### config.mk
export PLATFORM = sky130hd
export DESIGN_NAME = regstack_top
export DESIGN_NICKNAME = d
export VERILOG_FILES = /design/src/rtl/regstack_pkg.sv /design/src/rtl/regstack_ctrl.sv /design/src/rtl/regstack_store.sv /design/src/rtl/regstack_top.sv
export SDC_FILE = /design/constraint.sdc
export NUM_CORES = 1
export LEC_CHECK = 0
export BUFFER_PORTS_ARGS = -buffer_cell sky130_fd_sc_hd__buf_2
export CELL_PAD_IN_SITES_DETAIL_PLACEMENT = 0
export CELL_PAD_IN_SITES_GLOBAL_PLACEMENT = 2
export CORE_MARGIN = 5
export CORE_UTILIZATION = 40
export CTS_CLUSTER_DIAMETER = 60
export DETAILED_ROUTE_END_ITERATION = 12
export PLACE_DENSITY_LB_ADDON = 0.1
export SLEW_MARGIN = 0
export SYNTH_ARGS = -nofsm -noshare
export SYNTH_HDL_FRONTEND = slang
export SYNTH_HIERARCHICAL = 1
export SYNTH_SLANG_ARGS = --single-unit
### constraint.sdc
create_clock -name clk -period 3.8 [get_ports clk]
set_clock_uncertainty 0.05 [all_clocks]
set_input_delay 0.76 -clock clk [delete_from_list [all_inputs] [get_ports clk]]
set_output_delay 0.76 -clock clk [all_outputs]
set_load 0.02 [all_outputs]
### src/rtl/regstack_pkg.sv
package regstack_pkg;

    typedef enum logic [1:0] {
        OP_NONE,
        OP_PUSH,
        OP_POP,
        OP_BAD
    } stk_op_e;

    typedef struct packed {
        logic full;
        logic empty;
    } stk_flags_t;

    localparam stk_flags_t FLAGS_AT_RESET = '{full: 1'b0, empty: 1'b1};

    function automatic stk_op_e decode_op(
        input logic push,
        input logic pop,
        input logic is_full,
        input logic is_empty
    );
        if (push && pop) return OP_BAD;
        if (push)        return is_full  ? OP_BAD : OP_PUSH;
        if (pop)         return is_empty ? OP_BAD : OP_POP;
        return OP_NONE;
    endfunction

endpackage

### src/rtl/regstack_ctrl.sv
module regstack_ctrl
    import regstack_pkg::*;
#(
    parameter int PTR_W = 6
) (
    input  logic             clk,
    input  logic             rst,
    input  logic             push_req,
    input  logic             pop_req,
    output logic [PTR_W-1:0] sp,
    output logic             full,
    output logic             empty,
    output logic             err,
    output logic             wr_en,
    output logic [PTR_W-1:0] wr_addr,
    output logic             rd_en,
    output logic [PTR_W-1:0] rd_addr
);

    stk_op_e          op;
    stk_flags_t       flags_q, flags_d;
    logic [PTR_W-1:0] sp_q, sp_d, sp_inc, sp_dec;
    logic             err_q, err_d;

    assign op     = decode_op(push_req, pop_req, flags_q.full, flags_q.empty);
    assign sp_inc = sp_q + 1'b1;
    assign sp_dec = sp_q - 1'b1;

    always_comb begin
        sp_d    = sp_q;
        flags_d = flags_q;
        err_d   = 1'b0;
        unique case (op)
            OP_PUSH: begin
                sp_d          = sp_inc;
                flags_d.full  = (sp_inc == '0);
                flags_d.empty = 1'b0;
            end
            OP_POP: begin
                sp_d          = sp_dec;
                flags_d.empty = (sp_dec == '0);
                flags_d.full  = 1'b0;
            end
            OP_BAD:  err_d = 1'b1;
            default: ;
        endcase
    end

    always_ff @(posedge clk) begin
        if (rst) begin
            sp_q    <= '0;
            flags_q <= FLAGS_AT_RESET;
            err_q   <= 1'b0;
        end else begin
            sp_q    <= sp_d;
            flags_q <= flags_d;
            err_q   <= err_d;
        end
    end

    // The write lands at the incremented location on the same edge as the pointer update.
    assign wr_en   = (op == OP_PUSH);
    assign wr_addr = sp_inc;
    assign rd_en   = (op == OP_POP);
    assign rd_addr = sp_q;

    assign sp    = sp_q;
    assign full  = flags_q.full;
    assign empty = flags_q.empty;
    assign err   = err_q;

endmodule

### src/rtl/regstack_store.sv
module regstack_store #(
    parameter int DATA_W = 8,
    parameter int DEPTH  = 64,
    parameter int PTR_W  = 6
) (
    input  logic              clk,
    input  logic              rst,
    input  logic              wr_en,
    input  logic [PTR_W-1:0]  wr_addr,
    input  logic [DATA_W-1:0] wr_data,
    input  logic              rd_en,
    input  logic [PTR_W-1:0]  rd_addr,
    output logic [DATA_W-1:0] rd_data
);

    logic [DEPTH-1:0][DATA_W-1:0] cells;
    logic [DATA_W-1:0]            rd_q;

    for (genvar g = 0; g < DEPTH; g++) begin : g_cell
        logic [DATA_W-1:0] cell_q;
        always_ff @(posedge clk) begin
            if (wr_en && (wr_addr == PTR_W'(g))) cell_q <= wr_data;
        end
        assign cells[g] = cell_q;
    end

    always_ff @(posedge clk) begin
        if (rst)        rd_q <= '0;
        else if (rd_en) rd_q <= cells[rd_addr];
    end

    assign rd_data = rd_q;

endmodule

### src/rtl/regstack_top.sv
module regstack_top #(
    parameter int DATA_W = 8,
    parameter int DEPTH  = 64,
    localparam int PTR_W = $clog2(DEPTH)
) (
    input  logic              clk,
    input  logic              rst,
    input  logic              push_req,
    input  logic              pop_req,
    input  logic [DATA_W-1:0] wr_data,
    output logic [DATA_W-1:0] rd_data,
    output logic [PTR_W-1:0]  top_ptr,
    output logic              full,
    output logic              empty,
    output logic              err
);

    logic             wr_en, rd_en;
    logic [PTR_W-1:0] wr_addr, rd_addr;

    regstack_ctrl #(.PTR_W(PTR_W)) u_ctrl (
        .clk      (clk),
        .rst      (rst),
        .push_req (push_req),
        .pop_req  (pop_req),
        .sp       (top_ptr),
        .full     (full),
        .empty    (empty),
        .err      (err),
        .wr_en    (wr_en),
        .wr_addr  (wr_addr),
        .rd_en    (rd_en),
        .rd_addr  (rd_addr)
    );

    regstack_store #(.DATA_W(DATA_W), .DEPTH(DEPTH), .PTR_W(PTR_W)) u_store (
        .clk     (clk),
        .rst     (rst),
        .wr_en   (wr_en),
        .wr_addr (wr_addr),
        .wr_data (wr_data),
        .rd_en   (rd_en),
        .rd_addr (rd_addr),
        .rd_data (rd_data)
    );

endmodule

==> run summary, run 1 <==
The total wire length is 51200 microns. The class of the tightest hold or removal check is register to register. The worst stage delay on the critical path was 0.62 ns; the post-CTS setup buffer count was 0. For this run, the top clock speed supported by timing is 320 MHz. The share of synthesized registers carrying an async set or reset was 0%; the total negative slack was 0 ns. In this design, the largest share of critical-path delay is due to simple AND/OR/NAND/NOR gates.

Clock tree synthesis inserted a total of 57 buffers. In this run, synthesis inferred 512 flip-flops with an integrated enable. By instance count, the leading cell after synthesis is sky130_fd_sc_hd__edfxtp_1. Of all nets on the critical path, the largest fanout is 15.

Walking the worst path, the cells encountered are ha_1 -> xor2_1 -> nor2b_1 -> nand2_1 -> nor2_1. The post-synthesis sequential element count was 529. In this run the vertical extent of the chip is 239 microns. The core region is 0.0516 sq mm.

In the final design database the tool counted 1243 nets. Setup violations remaining at the end of the flow were counted as 0. Max-cap violations in this run came to 0. The number of different library cells used by synthesis comes to 46. For the insertion delay of the later-clocked pin in the worst-skew pair, the log shows 0.60 ns. The share of the core filled with cells is 46.7%, and the remaining antenna violation count is 0. The number of buffers inserted by port buffering is 28. Area added between synthesis and finish: 15.2%. The tools report the number of max-slew violations in the final report as 0.

The first global-routing pass estimated 74100 microns of wire. Of the cells placed in the final design, the portion with a size suffix greater than 1 is 20.6%. The most instantiated flip-flop cell in the synthesis netlist was sky130_fd_sc_hd__edfxtp_1. Of all cell types, the one taking the most synthesized area is sky130_fd_sc_hd__edfxtp_1.

For this design, the sink count on the clock tree is 529. Sequential elements use 75.0% of the synthesized area. Top cell type's share of synthesized area: 73.4%. The net count of the mapped netlist was 1145; the least setup slack across all paths after layout was 0.679 ns.

For this design the static power due to leakage is 7.46 nW. Via count normalized by instance count: 5.42. Setup repair after global routing left no endpoint under its margin.

The number of iterations in the first detailed-routing pass was 5. The power density over cell area is 554 mW/mm^2. The Yosys step of the flow raised 6 warnings. The I/O pin count was 29. The arrival time reported for the critical path endpoint came out at 3.29 ns. The number of instances resized during post-cts repair is 0.

The number of remaining DRC errors is 0, and the horizontal die dimension is 239 microns. Hold repair after CTS inserted 0 buffers. After clock tree synthesis, the clock-pin slew on the worst setup and hold paths is 0.06 ns. For the number of global-route vias before repair, the log shows 10800. In the finished design, the share of the clock period the worst path needs comes to 82.1%.

Data on the critical path is required at its endpoint by 3.97 ns. In this run, the number of DRC markers left after iteration 0 of detailed routing was 841. The H-tree was split into 2 levels. For the total via count in the routed design, the log shows 10600. Routability-driven placement finished with a final weighted congestion of 0.756. The tools report the kind of capture point of the worst setup path as a register. The average wire per standard cell is 26.2 microns.

TritonCTS built the clock tree. The shortest period the worst path allows came out at 3.12 ns. For the pin with the worst max-slew slack, the measured transition is 1.27 ns. The total overflow reported by the global router was 0. Sorting the synthesized cells by how often they occur yields sky130_fd_sc_hd__edfxtp_1, sky130_fd_sc_hd__mux2i_1, sky130_fd_sc_hd__a22oi_1. Synthesis produced 1126 cells. The tightest slew margin relative to the limit was 15.2%.

The launching element type of the critical path is a register. Entering global routing, the biggest net connects 135 pins. The tools report the post-placement setup slack as 0.691 ns.

The average cell area after synthesis works out to 18.6 sq um. The tools report the clock tree buffer depth as 3. Clock tree synthesis selected as its root buffer the cell sky130_fd_sc_hd__clkbuf_16. After synthesis, the cell types taking the most area are sky130_fd_sc_hd__edfxtp_1, sky130_fd_sc_hd__mux2i_1, sky130_fd_sc_hd__mux4_2. Number of hold violations in the final report: 0. Across every metal layer, demand over resource in global routing totals 17.7%. For the number of antenna violations at the first check in global routing, the log shows 0. The startpoint-to-endpoint class of the critical path was register to register.

Starting utilization of the core area: 40.6%. Detailed placement finished with a half-perimeter wire length of 31100 microns. For the overall die area, the log shows 0.0570 sq mm. The number of buffers and inverters on the critical path is 0. On the critical path, the stage with the largest delay is an instance of sky130_fd_sc_hd__dfxtp_1. The maximum VDD drop is 0.000377 V. The initialized floorplan defines 83 standard-cell rows. The run gives 0.0209 sq mm as the cell area after technology mapping. The flow ran to the end, and the final reports show no timing, DRC or antenna violations.
## stage by stage
stage          instance area (sq um)  cells  power (W)  hold WS, ns
6_report                       24100   1955     0.0134        0.464
5_1_grt                        24100   1953     0.0139        0.512
4_1_cts                        24100   1953     0.0135        0.468
3_5_place_dp                   22200   1845    0.00800        0.455
3_3_place_gp                   22200   1845    0.00799        0.454
2_1_floorplan                  20900   1126    0.00747        0.521
## placed cells by master, fill, tap and decap left out, types with 5 or more instances in the layout
| cell | instances |
|---|---|
| sky130_fd_sc_hd__clkinv_2 | 7 |
| sky130_fd_sc_hd__nand4_1 | 17 |
| sky130_fd_sc_hd__clkbuf_1 | 15 |
| sky130_fd_sc_hd__mux2i_1 | 130 |
| sky130_fd_sc_hd__xnor2_1 | 6 |
| sky130_fd_sc_hd__a221o_1 | 8 |
| sky130_fd_sc_hd__a22oi_1 | 96 |
| sky130_fd_sc_hd__xor2_1 | 5 |
| sky130_fd_sc_hd__nand2_1 | 15 |
| sky130_fd_sc_hd__nor2_1 | 75 |
| sky130_fd_sc_hd__nor3b_1 | 11 |
| sky130_fd_sc_hd__buf_2 | 28 |
| sky130_fd_sc_hd__mux4_2 | 54 |
| sky130_fd_sc_hd__bufinv_16 | 5 |
| sky130_fd_sc_hd__dfxtp_1 | 15 |
| sky130_fd_sc_hd__ha_1 | 7 |
| sky130_fd_sc_hd__clkbuf_16 | 59 |
| sky130_fd_sc_hd__mux4_1 | 10 |
| sky130_fd_sc_hd__edfxtp_1 | 512 |
| sky130_fd_sc_hd__nand3_1 | 43 |
| sky130_fd_sc_hd__nor2b_1 | 7 |
| sky130_fd_sc_hd__clkinv_1 | 7 |
| sky130_fd_sc_hd__buf_4 | 80 |
| sky130_fd_sc_hd__clkinvlp_4 | 9 |
## logic make-up after synthesis
family                   share of synthesized area, %
multiplexers                                     13.3
flip-flops                                       75.0
adder cells (fa/ha/maj)                         0.418
XOR/XNOR                                        0.460
AND/OR/NAND/NOR                                  4.66
AO/OA/AOI/OAI                                    4.23
buffers and inverters                            1.92
## cell type report
type,count,area (sq um)
well taps,680,851
flip-flops and latches,529,15700
repair buffers,111,801
fillers,4316,27500
clock buffers,76,1560
clock inverters,32,324
multi-input cells,521,4840
diodes,2,5.00
inverters,4,15.0
## path summary, 6_finish.rpt
| check | from | to | slack, ns | depth (start not counted) |
|---|---|---|---|---|
| worst min-delay path | u_ctrl/empty | u_ctrl/empty | 0.46 | 2 |
| worst max-delay path | u_ctrl/rd_addr[1] | u_store/g_cell[6].cell_q[4] | 0.68 | 5 |
| worst max register to register | u_ctrl/rd_addr[1] | u_store/g_cell[6].cell_q[4] | 0.68 | 5 |
| worst min register to register | u_ctrl/empty | u_ctrl/empty | 0.46 | 2 |
## report_power, final
group          internal [W]  switching [W]
registers           0.00646      0.0000554
logic              0.000474       0.000863
clock network       0.00324        0.00227
## worst min-delay path: cells and delay by family (launching register included)
family / cells / cell delay (ns)
flops: 1 / 0.35
compound gates: 2 / 0.12
## metal layers
layer  GRT usage, %  up-vias  routed length [microns]
met5              0        -                        0
met4           3.95        0                      838
met3           2.98       70                     2110
met2           29.7      198                    25200
met1           24.6     5542                    23000
li1               -     4786                        -
## flip-flops by register name (all words and copies together) (netlist names)
| signal | cells |
|---|---|
| u_ctrl/empty | 1 |
| u_store/rd_data | 8 |
| u_ctrl/err | 1 |
| u_ctrl/full | 1 |
| u_ctrl/rd_addr | 6 |
| u_store/g_cell.cell_q | 512 |
(Power assumes the default switching activity.)
==> run 2, diff against run 1 <==
Settings changed: ABC_AREA set to 1.
Clock period 3.8 ns to 3.1 ns, I/O delays scaled along.
==> run summary, run 2 <==
The flow ran to the end, and the final reports show no timing, DRC or antenna violations. The average instance in the mapped netlist occupies 11.3 sq um. The share of synthesized registers carrying an async set or reset is 0%.

After clock tree synthesis, the clock-pin slew on the worst setup and hold paths is 0.06 ns. The largest net degree at the start of global routing was 126. Derived from the worst setup path, the maximum achievable clock frequency is 372 MHz.

The run gives 0 as the total setup violations reported at the end of the flow. The total routing resource utilization after global routing is 21.1%, and the total power is 0.0172 W. The combined buffer and inverter count along the critical path works out to 5. The tree built by TritonCTS fans out to 529 sinks. The region available for standard cell placement spans 0.0548 sq mm. The routed design could run at a clock period as short as 2.69 ns. For the worst setup path, the data required time is 3.29 ns. The post-placement setup slack came out at 0.420 ns. The synthesized design contains 529 register bits.

Compared with the post-synthesis result, the final layout area differs by 14.4%. In this run, synthesis inferred 512 flip-flops with an integrated enable. The tools report the number of hold violations in the final report as 0. The detail route stage leaves a number of antenna-violating nets equal to 0. Dividing the final minimum period by the clock period gives 86.8%. The run gives 1958 as the net count of the mapped netlist.

Ranked by total cell area, the synthesized netlist is headed by sky130_fd_sc_hd__edfxtp_1, sky130_fd_sc_hd__nand3_1, sky130_fd_sc_hd__nand2_1. The cell type group with the largest total delay on the critical path was simple AND/OR/NAND/NOR gates. The run gives 2 as the maximum level of the CTS H-tree. The total length of routed met2 wires is 29800 microns.

The mapped netlist covers 0.0220 sq mm. IR analysis of the VDD net gives a maximum drop of 0.000517 V. For this run, the leading register cell type out of synthesis is sky130_fd_sc_hd__edfxtp_1.

In this run, distinct cell masters in the synthesized netlist total 30. The kind of capture point of the worst setup path was a register. The fraction of final layout cells with drive strength greater than 1 is 11.3%. Leaving out fill and tap cells, the most frequent cells in the layout are sky130_fd_sc_hd__nand2_1, sky130_fd_sc_hd__edfxtp_1, sky130_fd_sc_hd__nand3_1. The final net count is 2019, and the total wire length is 63800 microns. Transition time at the pin with the least slew margin: 1.04 ns.

Critical path endpoint: u_store/g_cell[5].cell_q[6]. On the final layout, the worst hold slack is 0.362 ns. In this run the core area contains 86 standard-cell rows. The first global-routing pass estimated 94300 microns of wire. After clock tree synthesis, the setup repair step added 0 buffers. Fill cells in the final layout number 5087.

29 I/O pins were placed. Sorting the synthesized cells by how often they occur yields sky130_fd_sc_hd__nand2_1, sky130_fd_sc_hd__edfxtp_1, sky130_fd_sc_hd__nand3_1. The top cell type by total area after synthesis is sky130_fd_sc_hd__edfxtp_1. Measured along the y axis, the die boundary spans 245 microns. In this run the critical register-to-register path is captured at u_store/g_cell[5].cell_q[6]. Setup repair after global routing left no endpoint under its margin. The final weighted congestion of routability-driven global placement is 0.833.

The most common cell after layout, fill and taps aside was sky130_fd_sc_hd__nand2_1. The insertion delay of the later-clocked pin in the worst-skew pair was 0.61 ns. The tree is rooted in a sky130_fd_sc_hd__clkbuf_16. Number of iterations in the first detailed-routing pass: 5. The met3 wirelength from detailed routing was 2880 microns; the tightest slew margin relative to the limit was 30.5%.

The count of hold-fix buffers inserted at cts came out at 0. The top routing layer in use was met4. The worst setup path is launched from a register. The number of antenna violations at the first check in global routing was 0. The critical path goes through buf_4 -> nand2_1 -> inv_1 -> nand3_1 -> nand2_2 -> inv_1 -> inv_1 -> nand3_1 -> buf_4 -> nor2_1.

The overall die area was 0.0598 sq mm; the number of maximum-capacitance violations was 0. u_store/g_cell.cell_q holds more flip-flops than any other register. The least setup slack across all paths after layout came out at 0.409 ns.

Along the worst path, the maximum fanout reaches 28. The cell depth of the worst flop-to-flop path is 10, and the count of routing violations after the opening detailed-route iteration is 1151. The number of cells produced by synthesis is 1939. Dividing total power by cell area gives a power density of 685 mW/mm^2.

Tracing the worst setup path back leads to its startpoint at u_ctrl/rd_addr[2]. The internal reg-to-reg setup slack was 0.41 ns; the top cell type's share of synthesized area was 69.9%. The register with the most flip-flops in the layout has 512 of them. The share of the core filled with cells is 45.9%, and the worst stage delay on the critical path is 0.57 ns. STA puts the critical path data arrival time at 2.88 ns. Of the synthesized area, sequential elements account for 71.4%.

The tightest min-delay check is of the primary input to register type. Standard cell with the maximum stage delay on the critical path: sky130_fd_sc_hd__nor2_1. The total via count in the routed design was 14500; the total CTS buffers was 58. The sum of net half-perimeters after detailed placement is 37900 microns, and the routed length on met1 is 29700 microns. The via count normalized by instance count is 5.27, and the number of buffers inserted by port buffering is 28. The warning count from the yosys run was 6.

Leakage power summed over all cells: 9.13 nW. The most common cell in the synthesized netlist is sky130_fd_sc_hd__nand2_1. The run gives 0 as the number of instances resized during post-cts repair. The startpoint-to-endpoint class of the critical path is register to register.

Among the stages of the critical path, the cell type that occurs most often is sky130_fd_sc_hd__inv_1. The die is 245 microns wide. Setup total negative slack on the finished layout was measured at 0 ns.

Count of cell instances traversed by the critical path: 10. In this run the deepest clock path goes through 3 buffers. In the final routed layout, each cell accounts on average for 23.2 microns.

The number of global-route vias before repair came out at 14100. The total overflow reported by the global router was 0. The startpoint identified for the worst register-to-register timing path is u_ctrl/rd_addr[2]. TritonCTS built the clock tree. The number of max-slew violations in the final report is 0, and the starting utilization of the core area is 40.2%.

For the number of remaining DRC errors, the log shows 0.
==> run 2: through the flow <==
stage / cell area (sq um) / instances
2_1_floorplan: 22000 / 1939
3_3_place_gp: 23200 / 2644
3_5_place_dp: 23200 / 2644
4_1_cts: 25200 / 2754
5_1_grt: 25200 / 2754
6_report: 25200 / 2755
==> run 2: worst min-delay path by stage <==
stage	from	end	slack, ns	cells after the start
after floorplan	u_ctrl/rd_addr[4]	u_ctrl/rd_addr[4]	0.46	2
after global placement	u_ctrl/full	u_ctrl/full	0.45	2
after detailed placement	u_ctrl/full	u_ctrl/full	0.46	2
after CTS	rst	u_ctrl/full	0.33	2
after global routing	rst	u_ctrl/full	0.35	2
final	rst	u_ctrl/full	0.36	2
==> run 2: worst register-to-register path, delay by kind of cell (launching register included) <==
| kind | cells | cell delay [ns] |
|---|---|---|
| simple gates | 5 | 0.98 |
| buf+inv | 5 | 0.83 |
| flops | 1 | 0.46 |
==> run 2: routing by layer <==
layer | track usage, % | vias up
met3 | 3.39 | 82
met4 | 5.35 | 0
met1 | 30.8 | 7205
li1 | - | 6892
met5 | 0 | -
met2 | 33.4 | 333
==> run 2: power breakdown <==
part / total, W / switching (W) / internal (W)
Clock: 0.00696 / 0.00283 / 0.00413
Combinational: 0.00231 / 0.00172 / 0.000592
Sequential: 0.00796 / 0.0000503 / 0.00791
==> run 2: cells by family after synthesis <==
logic type                 count (synthesis)  share of synthesized area [%]
adders and majority gates                  7                          0.398
xor gates and xnor gates                   1                         0.0398
and+or+nand+nor                         1215                           23.7
AOI/OAI and AO/OA                         18                          0.501
buffers and inverters                    169                           3.94
DFF                                      529                           71.4
==> run 2: layout make-up <==
| class | instances | area [sq um] | share of cell area [%] |
|---|---|---|---|
| antenna | 1 | 2.50 | 0.00995 |
| clock buffer | 76 | 1600 | 6.37 |
| clock inverter | 34 | 328 | 1.30 |
| inverter | 45 | 183 | 0.726 |
| multi-input combinational | 1241 | 5420 | 21.5 |
| sequential | 529 | 15700 | 62.5 |
| tap | 704 | 881 | 3.50 |
| timing repair buffer | 125 | 1020 | 4.05 |
==> run 3, diff against run 2 <==
Settings changed: ABC_AREA 1 to unset.
==> run summary, run 3 (same netlist as run 1, synthesis figures left out) <==
The beginning of the worst hold path is rst. The logs give 0 for the number of hold violations in the final report and 76500 microns for the first-pass GRT wire length. The flip-flop count of the largest register after layout was 512.

In the layout the commonest cells are sky130_fd_sc_hd__edfxtp_1, sky130_fd_sc_hd__mux2i_1, sky130_fd_sc_hd__a22oi_1. Walking the worst path, the cells encountered are buf_4 -> mux2i_1 -> a22oi_1 -> nand3_1 -> nand4_1 -> a221o_1. The number of antenna violations at the first check in global routing was 0. The combined buffer and inverter count along the critical path is 1.

The number of remaining DRC errors is 0. The worst stage delay on the critical path is 0.72 ns, and the total overflow reported by the global router is 0. The area growth from synthesis to layout is 15.6%. The total negative slack came out at 0 ns.

The final critical path takes up 89.2% of the cycle. More flip-flops sit in one register than any other, and that register is u_store/g_cell.cell_q. In this run the vertical extent of the chip is 239 microns.

The startpoint of the lowest-slack register-to-register path is u_ctrl/rd_addr[2]. TritonCTS built the clock tree. For the insertion delay of the later-clocked pin in the worst-skew pair, the log shows 0.60 ns. Setup repair after global routing left no endpoint under its margin. The detailed router finished its first iteration with 863 violations. The logs give 29 for the I/O pin count and 52200 microns for the total wire length. The horizontal die dimension was 239 microns.

The logs give 10700 for the total via count in the routed design and 0.0157 sq mm for the combined flip-flop and latch cell area. In this run the standard cell core region covers 0.0516 sq mm. The number of cells in the design after placement was 1867. For the number of maximum-capacitance violations, the log shows 0. The tools report the placed instance area as 0.0225 sq mm. The shortest period the worst path allows is 2.76 ns, and the remaining antenna violation count is 0. Data on the critical path arrives at its endpoint at 3.20 ns. The filler-free cell count of the finished design came out at 1967. The tightest slew margin relative to the limit is 17.1%, and the sink count of the clock tree is 529. The logs give 4302 for the number of fill cells in the layout and 3 for the clock tree buffer depth.

In the final layout, the share of cells above drive strength 1 is 21.4%. The logs give 0 for the total setup violations reported at the end of the flow and 1265 for the final net count. In this run, post-CTS repair resized a total of 0 instances. The run finished with clean final reports. STA classifies the critical path startpoint as a register. Once detailed placement completed, the half-perimeter wirelength came to 32600 microns. For the worst setup path, the data required time is 3.53 ns. The run gives 5 as the number of iterations in the first detailed-routing pass. The tools report the leakage power summed over all cells as 7.56 nW.

The worst setup path is captured at a register. Dividing the detail-routed via count by the number of cells gives 5.45. The post-CTS setup buffer count was 0. Summing all multi-input logic gate instances after layout gives 0.00484 sq mm. The tools report the total number of placement rows as 83.

The tools report the launch point of the worst path as u_ctrl/rd_addr[2]. The tree is rooted in a sky130_fd_sc_hd__clkbuf_16. Overall die area: 0.0570 sq mm.

The number of global-route vias before repair was 10900. At the end of routability-driven placement, the weighted congestion stood at 0.758. Of all nets on the critical path, the largest fanout is 49.

The run gives 0 as the number of max-slew violations in the final report. The run gives 0 as the antenna diode count. The total CTS buffers is 57, and the clock-pin slew of the registers on the worst-case setup and hold paths is 0.06 ns. The path class of the tightest hold or removal check is primary input to register.

The summed area of non-filler cells in the final layout is 0.0242 sq mm. The standard cell with the maximum stage delay on the critical path is sky130_fd_sc_hd__buf_4. The average wire per standard cell is 26.5 microns, and the maximum clock rate is 362 MHz. The count of hold-fix buffers inserted at cts came out at 0. The library cell used most frequently in the layout, excluding fill and tap cells, is sky130_fd_sc_hd__edfxtp_1.

Startpoint-to-endpoint class of the critical path: register to register. VDD sags by at most 0.000439 V. In this run the power density over the cells is 662 mW/mm^2. The number of buffers inserted by port buffering came out at 28.

Cell type group with the largest total delay on the critical path: buffers and inverters. Entering global routing, the biggest net connects 80 pins. Across every metal layer, demand over resource in global routing totals 18.3%. For this configuration, the core starts out at a cell density of 40.6%. The maximum level of the CTS H-tree is 2.

The transition time at the pin with the least slew margin works out to 1.24 ns.
-- run 3: layout make-up --
type / count / area share (%)
clock buffer: 73 / 6.31
clock inverter: 27 / 0.837
inverter: 4 / 0.0620
multi-input combinational: 521 / 20.0
sequential: 529 / 64.9
tap: 680 / 3.51
timing repair buffer: 133 / 4.35
-- run 3: power breakdown --
| part | switching [W] | internal (W) |
|---|---|---|
| sequential | 0.0000600 | 0.00792 |
| combinational | 0.00111 | 0.000620 |
| clock | 0.00268 | 0.00363 |
| total | 0.00385 | 0.0122 |
-- run 3: through the flow --
stage / hold slack (ns) / utilization [%] / worst slack, ns / power (W)
floorplan: 0.521 / - / 0.342 / 0.00916
global placement: 0.445 / 43.6 / 0.249 / 0.00990
detailed placement: 0.448 / 43.6 / 0.270 / 0.00989
CTS: 0.375 / 46.9 / 0.259 / 0.0162
global route: 0.412 / 46.9 / 0.106 / 0.0166
finish: 0.407 / 46.9 / 0.335 / 0.0160
-- run 3: path summary, 6_finish.rpt --
check | endpoint | slack [ns] | cells past startpoint
max | u_store/rd_data[1] | 0.34 | 6
min | u_ctrl/rd_addr[3] | 0.41 | 2
max reg2reg | u_store/rd_data[1] | 0.34 | 6
min reg2reg | u_ctrl/empty | 0.46 | 2
-- run 3: worst reg2reg max path: stages (launching register included) --
cell,delay (ns)
sky130_fd_sc_hd__dfxtp_4,0.49
sky130_fd_sc_hd__buf_4,0.72
sky130_fd_sc_hd__mux2i_1,0.33
sky130_fd_sc_hd__a22oi_1,0.13
sky130_fd_sc_hd__nand3_1,0.25
sky130_fd_sc_hd__nand4_1,0.27
sky130_fd_sc_hd__a221o_1,0.41
-- run 3: per-layer routing --
| metal | share of wire (%) | routed length [microns] | GRT usage [%] |
|---|---|---|---|
| met3 | 4.5 | 2360 | 2.99 |
| met5 | 0 | 0 | 0 |
| met4 | 2.3 | 1190 | 4.94 |
| met2 | 48 | 25200 | 29.7 |
| met1 | 45 | 23400 | 25.9 |
